File: src/rtl/ea_pkg.sv
package ea_pkg;
  typedef enum logic [3:0] {
    MODE_NONE = 4'd0, MODE_IMM = 4'd1, MODE_ZP = 4'd2, MODE_ZPX = 4'd3,
    MODE_ZPY = 4'd4, MODE_REL = 4'd5, MODE_ABS = 4'd6, MODE_ABSX = 4'd7,
    MODE_ABSY = 4'd8, MODE_IND = 4'd9, MODE_PREX = 4'd10, MODE_POSTY = 4'd11,
    MODE_R12 = 4'd12, MODE_R13 = 4'd13, MODE_R14 = 4'd14, MODE_R15 = 4'd15
  } mode_e;

  typedef enum logic [1:0] {
    KIND_NONE = 2'd0, KIND_IMM = 2'd1, KIND_REL = 2'd2, KIND_ADDR = 2'd3
  } kind_e;

  // Strobes from the control FSM to the datapath
  typedef struct packed {
    logic acceptDirect;
    logic acceptInd;
    logic readLo;
    logic readHi;
    logic finish;
  } ctl_s;

  function automatic logic isPointerMode(mode_e m);
    return (m == MODE_IND) || (m == MODE_PREX) || (m == MODE_POSTY);
  endfunction
endpackage

File: src/rtl/ea_ctrl.sv
module ea_ctrl
  import ea_pkg::*;
(
  input  logic  clk,
  input  logic  rstN,
  input  logic  start,
  input  mode_e modeIn,
  output ctl_s  ctl,
  output logic  busy,
  output logic  done
);
  typedef enum logic [1:0] {S_IDLE, S_LO, S_HI, S_WAIT} state_e;
  state_e state;

  always_comb begin
    busy             = (state != S_IDLE);
    ctl.acceptDirect = start && !busy && !isPointerMode(modeIn);
    ctl.acceptInd    = start && !busy && isPointerMode(modeIn);
    ctl.readLo       = (state == S_LO);
    ctl.readHi       = (state == S_HI);
    ctl.finish       = (state == S_WAIT);
  end

  always_ff @(posedge clk or negedge rstN) begin
    if (!rstN) begin
      state <= S_IDLE;
      done  <= 1'b0;
    end else begin
      done <= ctl.acceptDirect || ctl.finish;
      unique case (state)
        S_IDLE:  if (ctl.acceptInd) state <= S_LO;
        S_LO:    state <= S_HI;
        S_HI:    state <= S_WAIT;
        S_WAIT:  state <= S_IDLE;
        default: state <= S_IDLE;
      endcase
    end
  end

  assert_lo_then_hi_R7: assert property (@(posedge clk) disable iff (!rstN)
    ctl.readLo |=> ctl.readHi);
  assert_hi_after_lo_R7: assert property (@(posedge clk) disable iff (!rstN)
    ctl.readHi |-> $past(ctl.readLo));
  assert_no_done_while_busy_R10: assert property (@(posedge clk) disable iff (!rstN)
    busy |-> !done);
endmodule

File: src/rtl/ea_dp.sv
module ea_dp
  import ea_pkg::*;
#(
  parameter int BYTE_W = 8,
  localparam int ADDR_W = 2 * BYTE_W
) (
  input  logic              clk,
  input  logic              rstN,
  input  ctl_s              ctl,
  input  mode_e             modeIn,
  input  logic [BYTE_W-1:0] opLo,
  input  logic [BYTE_W-1:0] opHi,
  input  logic [BYTE_W-1:0] idxX,
  input  logic [BYTE_W-1:0] idxY,
  input  logic [BYTE_W-1:0] memRdata,
  output logic [ADDR_W-1:0] memAddr,
  output logic              memRe,
  output logic [ADDR_W-1:0] resultAddr,
  output kind_e             resultKind
);
  localparam logic [BYTE_W-1:0] ZERO_B = '0;

  mode_e             modeQ;
  logic [BYTE_W-1:0] yQ, loQ;
  logic [ADDR_W-1:0] ptrQ, ptrNext, ptrStart, directAddr, finalAddr;
  logic [BYTE_W-1:0] zpX, zpY;
  kind_e             directKind;

  assign zpX = opLo + idxX;
  assign zpY = opLo + idxY;

  always_comb begin
    directKind = KIND_ADDR;
    directAddr = '0;
    unique case (modeIn)
      MODE_IMM:  begin directKind = KIND_IMM; directAddr = {ZERO_B, opLo}; end
      MODE_REL:  begin directKind = KIND_REL; directAddr = {{BYTE_W{opLo[BYTE_W-1]}}, opLo}; end
      MODE_ZP:   directAddr = {ZERO_B, opLo};
      MODE_ZPX:  directAddr = {ZERO_B, zpX};
      MODE_ZPY:  directAddr = {ZERO_B, zpY};
      MODE_ABS:  directAddr = {opHi, opLo};
      MODE_ABSX: directAddr = {opHi, opLo} + {ZERO_B, idxX};
      MODE_ABSY: directAddr = {opHi, opLo} + {ZERO_B, idxY};
      default:   begin directKind = KIND_NONE; directAddr = '0; end
    endcase
  end

  always_comb begin
    unique case (modeIn)
      MODE_IND:  ptrStart = {opHi, opLo};
      MODE_PREX: ptrStart = {ZERO_B, zpX};
      default:   ptrStart = {ZERO_B, opLo};
    endcase
  end

  // The pointer high byte wraps within page zero except in the absolute pointer mode
  assign ptrNext   = (modeQ == MODE_IND) ? ptrQ + 1'b1 : {ZERO_B, ptrQ[BYTE_W-1:0] + 1'b1};
  assign memAddr   = ctl.readHi ? ptrNext : ptrQ;
  assign memRe     = ctl.readLo || ctl.readHi;
  assign finalAddr = {memRdata, loQ} + ((modeQ == MODE_POSTY) ? {ZERO_B, yQ} : '0);

  always_ff @(posedge clk or negedge rstN) begin
    if (!rstN) begin
      modeQ      <= MODE_NONE;
      yQ         <= '0;
      loQ        <= '0;
      ptrQ       <= '0;
      resultAddr <= '0;
      resultKind <= KIND_NONE;
    end else begin
      if (ctl.acceptInd) begin
        modeQ <= modeIn;
        yQ    <= idxY;
        ptrQ  <= ptrStart;
      end
      if (ctl.readHi) loQ <= memRdata;
      if (ctl.acceptDirect) begin
        resultAddr <= directAddr;
        resultKind <= directKind;
      end else if (ctl.finish) begin
        resultAddr <= finalAddr;
        resultKind <= KIND_ADDR;
      end
    end
  end

  assert_zp_pointer_page_R8: assert property (@(posedge clk) disable iff (!rstN)
    (memRe && modeQ != MODE_IND) |-> (memAddr[ADDR_W-1:BYTE_W] == ZERO_B));
  assert_ind_hi_next_R7: assert property (@(posedge clk) disable iff (!rstN)
    (ctl.readHi && modeQ == MODE_IND) |-> (memAddr == $past(memAddr) + 1'b1));
endmodule

File: src/rtl/ea_sequencer.sv
module ea_sequencer
  import ea_pkg::*;
#(
  parameter int BYTE_W = 8,
  localparam int ADDR_W = 2 * BYTE_W
) (
  input  logic              clk,
  input  logic              rstN,
  input  logic              start,
  input  logic [3:0]        mode,
  input  logic [BYTE_W-1:0] opLo,
  input  logic [BYTE_W-1:0] opHi,
  input  logic [BYTE_W-1:0] idxX,
  input  logic [BYTE_W-1:0] idxY,
  output logic [ADDR_W-1:0] memAddr,
  output logic              memRe,
  input  logic [BYTE_W-1:0] memRdata,
  output logic              done,
  output logic [ADDR_W-1:0] resultAddr,
  output logic [1:0]        resultKind
);
  mode_e modeIn;
  ctl_s  ctl;
  logic  busy;
  kind_e kindQ;

  assign modeIn     = mode_e'(mode);
  assign resultKind = kindQ;

  ea_ctrl uCtrl (
    .clk(clk), .rstN(rstN), .start(start), .modeIn(modeIn),
    .ctl(ctl), .busy(busy), .done(done)
  );

  ea_dp #(.BYTE_W(BYTE_W)) uDp (
    .clk(clk), .rstN(rstN), .ctl(ctl), .modeIn(modeIn),
    .opLo(opLo), .opHi(opHi), .idxX(idxX), .idxY(idxY),
    .memRdata(memRdata), .memAddr(memAddr), .memRe(memRe),
    .resultAddr(resultAddr), .resultKind(kindQ)
  );

  assert_result_hold_R11: assert property (@(posedge clk) disable iff (!rstN)
    !done |-> ($stable(resultAddr) && $stable(resultKind)));
  assert_no_read_on_done_R6: assert property (@(posedge clk) disable iff (!rstN)
    done |-> !memRe);
endmodule

File: config.mk
export PLATFORM = sky130hd
export DESIGN_NAME = ea_sequencer
export DESIGN_NICKNAME = d
export VERILOG_FILES = /design/src/rtl/ea_pkg.sv /design/src/rtl/ea_ctrl.sv /design/src/rtl/ea_dp.sv /design/src/rtl/ea_sequencer.sv
export SDC_FILE = /design/constraint.sdc
export NUM_CORES = 1
export LEC_CHECK = 0
export CAP_MARGIN = 30
export CORE_ASPECT_RATIO = 1.4
export CORE_MARGIN = 2
export CORE_UTILIZATION = 40
export CTS_CLUSTER_SIZE = 40
export DETAILED_ROUTE_END_ITERATION = 6
export PLACE_DENSITY = 0.61
export SLEW_MARGIN = 15
export SYNTH_ARGS = -nofsm -noshare
export SYNTH_HDL_FRONTEND = slang
export SYNTH_SLANG_ARGS = --single-unit
File: constraint.sdc
create_clock -name clk -period 3.9 [get_ports clk]
set_input_delay 0.975 -clock clk [delete_from_list [all_inputs] [get_ports clk]]
set_output_delay 0.975 -clock clk [all_outputs]
set_load 0.01 [all_outputs]
# --- Yosys cells after proc, flatten, opt, wreduce, memory -nomap -nowiden ---
# Index checks and enable logic that the tools add are counted.
totals:
  ff_bits: 57
  in_bits: 47
op_classes:
  addsub: 7
  eq_ne: 17
  mux: 12
  reduce_logical: 14
ops:
  columns: ["cell", "count"]
  rows:
  - ["16-bit case mux with 7 select lines", 1]
  - ["16-bit 2-to-1 mux", 4]
  - ["16-bit by 8-bit adder with 16-bit output", 2]
  - ["16-bit case mux with 2 select lines", 1]
  - ["4-bit == test, second input constant", 6]
  - ["16-bit by 1-bit adder with 16-bit output, second input constant", 1]
  - ["16-bit adder", 1]
  - ["8-bit adder", 2]
  - ["4-bit by 3-bit == test with 1-bit output, second input constant", 4]
  - ["8-bit by 1-bit adder with 8-bit output, second input constant", 1]
  - ["4-bit by 2-bit == test with 1-bit output, second input constant", 2]
  - ["8-bit 2-to-1 mux", 1]
  - ["2-bit case mux with 4 select lines", 1]
  - ["2-bit 2-to-1 mux", 3]
  - ["2-bit case mux with 3 select lines", 1]
  - ["6-bit OR reduction", 1]
  - ["2-bit == test, second input constant", 2]
  - ["4-bit by 1-bit == test with 1-bit output, second input constant", 1]
  - ["1-bit logical OR", 4]
  - ["2-bit nonzero test", 2]
  - ["1-bit logical AND", 3]
  - ["2-bit by 1-bit == test with 1-bit output, second input constant", 1]
  - ["1-bit zero test", 2]
  - ["2-bit zero test", 1]
  - ["other kinds (2)", 2]

# --- Depth between registers and ports, before layout ---
logic_depth:
  word_depth: 6
  ltp_mapped: 12
  depth_no_buf: 12

# --- Hierarchy ---
# A second synthesis with hierarchy kept.
hier_totals:
  cells_unflattened: 549
  area_unflattened_um2: 4937.2
modules_own_cells:
  columns: ["module", "n_inst", "cells_per_inst", "area_per_inst_um2", "seq_area_each_um2"]
  rows:
  - ["ea_dp", 1, 527, 4714.5, 1351.3]
  - ["ea_ctrl", 1, 22, 222.7, 75.1]

# --- Worst setup path before layout ---
# OpenSTA, ideal clock, no wires.
synth_timing:
  path_kind: "input-to-reg"
  from: "input port mode[1]"
  to: "register uDp.resultAddr[7]"
  setup_ps: 140
  t_arrival_ps: 3595
  required_time_ps: 3760
  slack_ps: 165
  stages: 10
  path_cell_list: "nor4b_1 > buf_2 > mux2_2 > ha_1 > and3_4 > a221oi_4 > nor3_1 > o31a_1 > o41ai_2 > o311ai_1"
synth_via:
  elab_chain_cells: 6
synth_rtl:
  columns: ["item", "line_no", "rtl"]
  rows:
  - ["start: declaration", "ea_sequencer.sv:10", "input logic [3:0] mode,"]
  - ["branches (longest 6 deep; another with 16-bit case mux with 7 select lines)", null, null]
  - ["end signal: assignment", "ea_dp.sv:78", "resultAddr <= directAddr;"]
  - ["end signal: assignment", "ea_dp.sv:81", "resultAddr <= finalAddr;"]
  - ["end: declaration", "ea_dp.sv:18", "output logic [ADDR_W-1:0] resultAddr,"]
# Parallel ways; which one is timed is not known.
# A chain may end at the register's enable or synchronous reset.

# --- Worst setup path in the final report ---
layout_timing:
  from: "input port mode[0]"
  to: "register uDp.resultAddr[6]"
# Same word-level chain as after synthesis.

==> out/metrics.cfg <==
[run_status]
run_status=finished, final reports clean

[route]
vias=4882
post-route-drc-count=0
drt_iter0_markers=242
ant_nets=0
routedWlPerCell_um=18.1
first_pass_iters=5
viasPerCell=5.70
routed_wl_mm=15.5

[power_and_ir_drop]
intPower_mw=2.44
swShare=0.387
p_leak_nw=2.75
p_comb_frac=0.530
p_sw_mw=1.54
pwr-share-clk=0.196
seqPwrFrac=0.274
ir_worst_vdd_v=0.000223
power_density_mw_per_mm2=605

[min_path]
worstHoldStart=uDp.yQ[0]
worstHoldEndpoint=uDp.yQ[0]
hold_path_depth=2
hold_class=reg2reg

[cells_and_area]
area_delta_synth_final_pct=33.4
drive_above_1_share=0.137
nets=789
fill_cells=1134
n_antenna_cell=0
seq_area_mm2=0.00143
multi_input_area_mm2=0.00342
stdcell_area_mm2=0.00657
layout_commonest_cell=clkdlybuf4s50_1
final_cell_mix=80 x clkdlybuf4s50_1, 69 x nand2_1, 57 x dfrtp_1, 43 x buf_4, 42 x a21oi_1

[clocking]
cts_buffers=9
insertion_delay_ps=320
htree_levels=3
clock-sinks=57
clkTransAtPathRegs_ps=50
cts_tree=built
cts_buffer_depth=2
cts_root_buf=clkbuf_16

[sta]
rsz0062_at_grt=no
min_period_ps=3850
fin_skew_ps=5.28
final-max-slew-violation-count=0
hold_ws_ps=471
slew_headroom=0.468
setup_tns_ps=0
fmaxAchievable_mhz=260
setup_viol=0
worst_pin_slew_ps=798
fin_crit_sh=0.986
hold_viol=0

[logic_synthesis]
synth-edff-count=0
synth_warnings=0
syn_inst=582
synth_compound_area_frac=0.244
ys_types=63
ys.flop_type=dfrtp_1
synth_mux_area_frac=0.0528
syn_area_per_cell_um2=8.47
synth_top_family_by_area=compound AO/OA/AOI/OAI gates
synth_xor_area_frac=0.0658
syn_nets=670
yosysTopAreaCellShare=0.289
synthArstFlopShare=1.00
synth-simple-area-share=0.206
synth_seq_cells=57
synth_area_leader_cell=dfrtp_1
yosysSeqAreaShare=0.289
synthTopCellsByArea=dfrtp_1 29%, ha_1 9.4%, nand2_1 5.3%, a21oi_1 4.5%, xnor2_1 3.6%
syn-cell-area_mm2=0.00493
synth_fa_ha_area_frac=0.110

[worst_setup_path]
r2r_end=uDp.resultAddr[14]
reg2regPathDepth=12
critPathArrivalTime_ps=4010
startpoint_type=input port
crit_path_cell_trace=clkdlybuf4s50_1 -> nor4b_2 -> buf_4 -> mux2_2 -> ha_1 -> a21oi_1 -> a21oi_2 -> or3_1 -> a32o_1 -> a221oi_2 -> buf_4 -> o22ai_1
crit_buf_inv=3
required_ps=4060
critPathMostFrequentCell=buf_4
reg2reg_from=uDp.modeQ[2]
crit_slowest_cell=clkdlybuf4s50_1
end_kind=register
path_max_fanout=6
critPathKind=in2reg
slowest_delay_ps=440
crit_family=compound AO/OA/AOI/OAI gates
rrSetupSlack_ps=830

[placement]
placed_cell_area_mm2=0.00618
gp_congestion=0.929
hpwl_mm=12.4
io_buffers=82

[global_routing]
grt_pass1_wl_mm=24.7
grt_usage=0.235
gr-total-overflow=0
antenna_found_initial=0
grt_max_degree=30
grt_pass1_vias=4887

[floorplan]
rows=48
start_util=0.404
core-area_mm2=0.0122
io_pins=83
die_area_mm2=0.0132
fp.dieH_um=135
die-width_um=97.8

[job]
maxCapViolations=0

registers in the layout, summed over array words and instances (netlist names):
| name | count |
|---|---|
| uCtrl.state | 2 |
| uCtrl.done | 1 |
| uDp.ptrQ | 16 |
| uDp.resultAddr | 16 |
| uDp.modeQ | 4 |
| uDp.loQ | 8 |
| uDp.resultKind | 2 |
| uDp.yQ | 8 |
worst max path at each step:
stage / start / endpoint / slack (ps) / cells after the start
after floorplan: mode[1] / uDp.resultAddr[7] / 160 / 10
after global placement: mode[1] / uDp.resultAddr[7] / -260 / 11
after detailed placement: mode[1] / uDp.resultAddr[7] / -360 / 11
after CTS: mode[1] / uDp.resultAddr[6] / 20 / 14
after global routing: uCtrl.state[0] / memAddr[14] / 0.2 / 9
final: mode[0] / uDp.resultAddr[6] / 50 / 12
tightest hold or removal path, cell delays in order, from the launching register on:
cell and delay [ps]:
dfrtp_1 330, nand2_1 50, nand2_1 50
synthesized netlist by cell type (all sizes together), types with 5 or more instances:
| cell | number |
|---|---|
| nand3 | 17 |
| buf | 8 |
| or3 | 7 |
| nor3 | 16 |
| a211oi | 7 |
| a21oi | 44 |
| mux2 | 16 |
| and4 | 5 |
| nor2 | 40 |
| xor2 | 17 |
| mux2i | 8 |
| a21o | 13 |
| o211ai | 5 |
| clkbuf | 10 |
| and3 | 6 |
| inv | 21 |
| xnor2 | 20 |
| nor2b | 7 |
| ha | 37 |
| dfrtp | 57 |
| nand2 | 69 |
| nand2b | 11 |
| nand4 | 8 |
| a221oi | 7 |
| o21ai | 40 |
| o21a | 11 |
| a22o | 5 |
| o22ai | 8 |
| a31oi | 8 |
| and2 | 9 |
area by class of cell:
cell class                      count  share of cell area
Clock inverter                      5             0.00838
Timing Repair Buffer              126               0.177
Sequential cell                    57               0.217
Clock buffer                       11              0.0369
Multi-Input combinational cell    486               0.520
Tap cell                          150              0.0286
Inverter                           21              0.0120
cell families after synthesis:
| logic type | count (synthesis) |
|---|---|
| and+or+nand+nor | 205 |
| AOI/OAI and AO/OA | 179 |
| DFF | 57 |
| adders and majority gates | 41 |
| buffers and inverters | 39 |
| xor gates and xnor gates | 37 |
| muxes | 24 |
repair_timing:
| item | CTS | global route |
|---|---|---|
| resized for setup | 2 | 13 |
| hold buffers | 0 | 0 |
| setup endpoints to repair | 5 | 10 |
| setup buffers | 2 | 1 |
| pin swaps | 1 | 4 |
routing by layer:
metal	GRT usage	vias up	routed length, µm
li1	-	2391	-
met1	0.285	2343	6650
met2	0.417	116	7710
met3	0.0310	32	558
met4	0.0988	0	534
met5	0	-	0
power groups by stage:
stage,Clock (mW),Sequential [mW],Combinational (mW)
global route,0.829,1.13,2.32
floorplan,0,1.07,1.21
detailed placement,0,1.09,2.08
global placement,0,1.09,2.04
CTS,0.795,1.09,2.11
finish,0.780,1.09,2.11
per-stage QoR:
step                      utilization  setup WS [ps]  instances  power (mW)
after floorplan                     -            165        582        2.29
after global placement          0.504           -264        834        3.13
after detailed placement        0.507           -364        837        3.18
after CTS                       0.534           15.7        855        4.00
after global routing            0.539          0.188        856        4.28
final                           0.539           54.1        856        3.98
(Power assumes the default switching activity.)
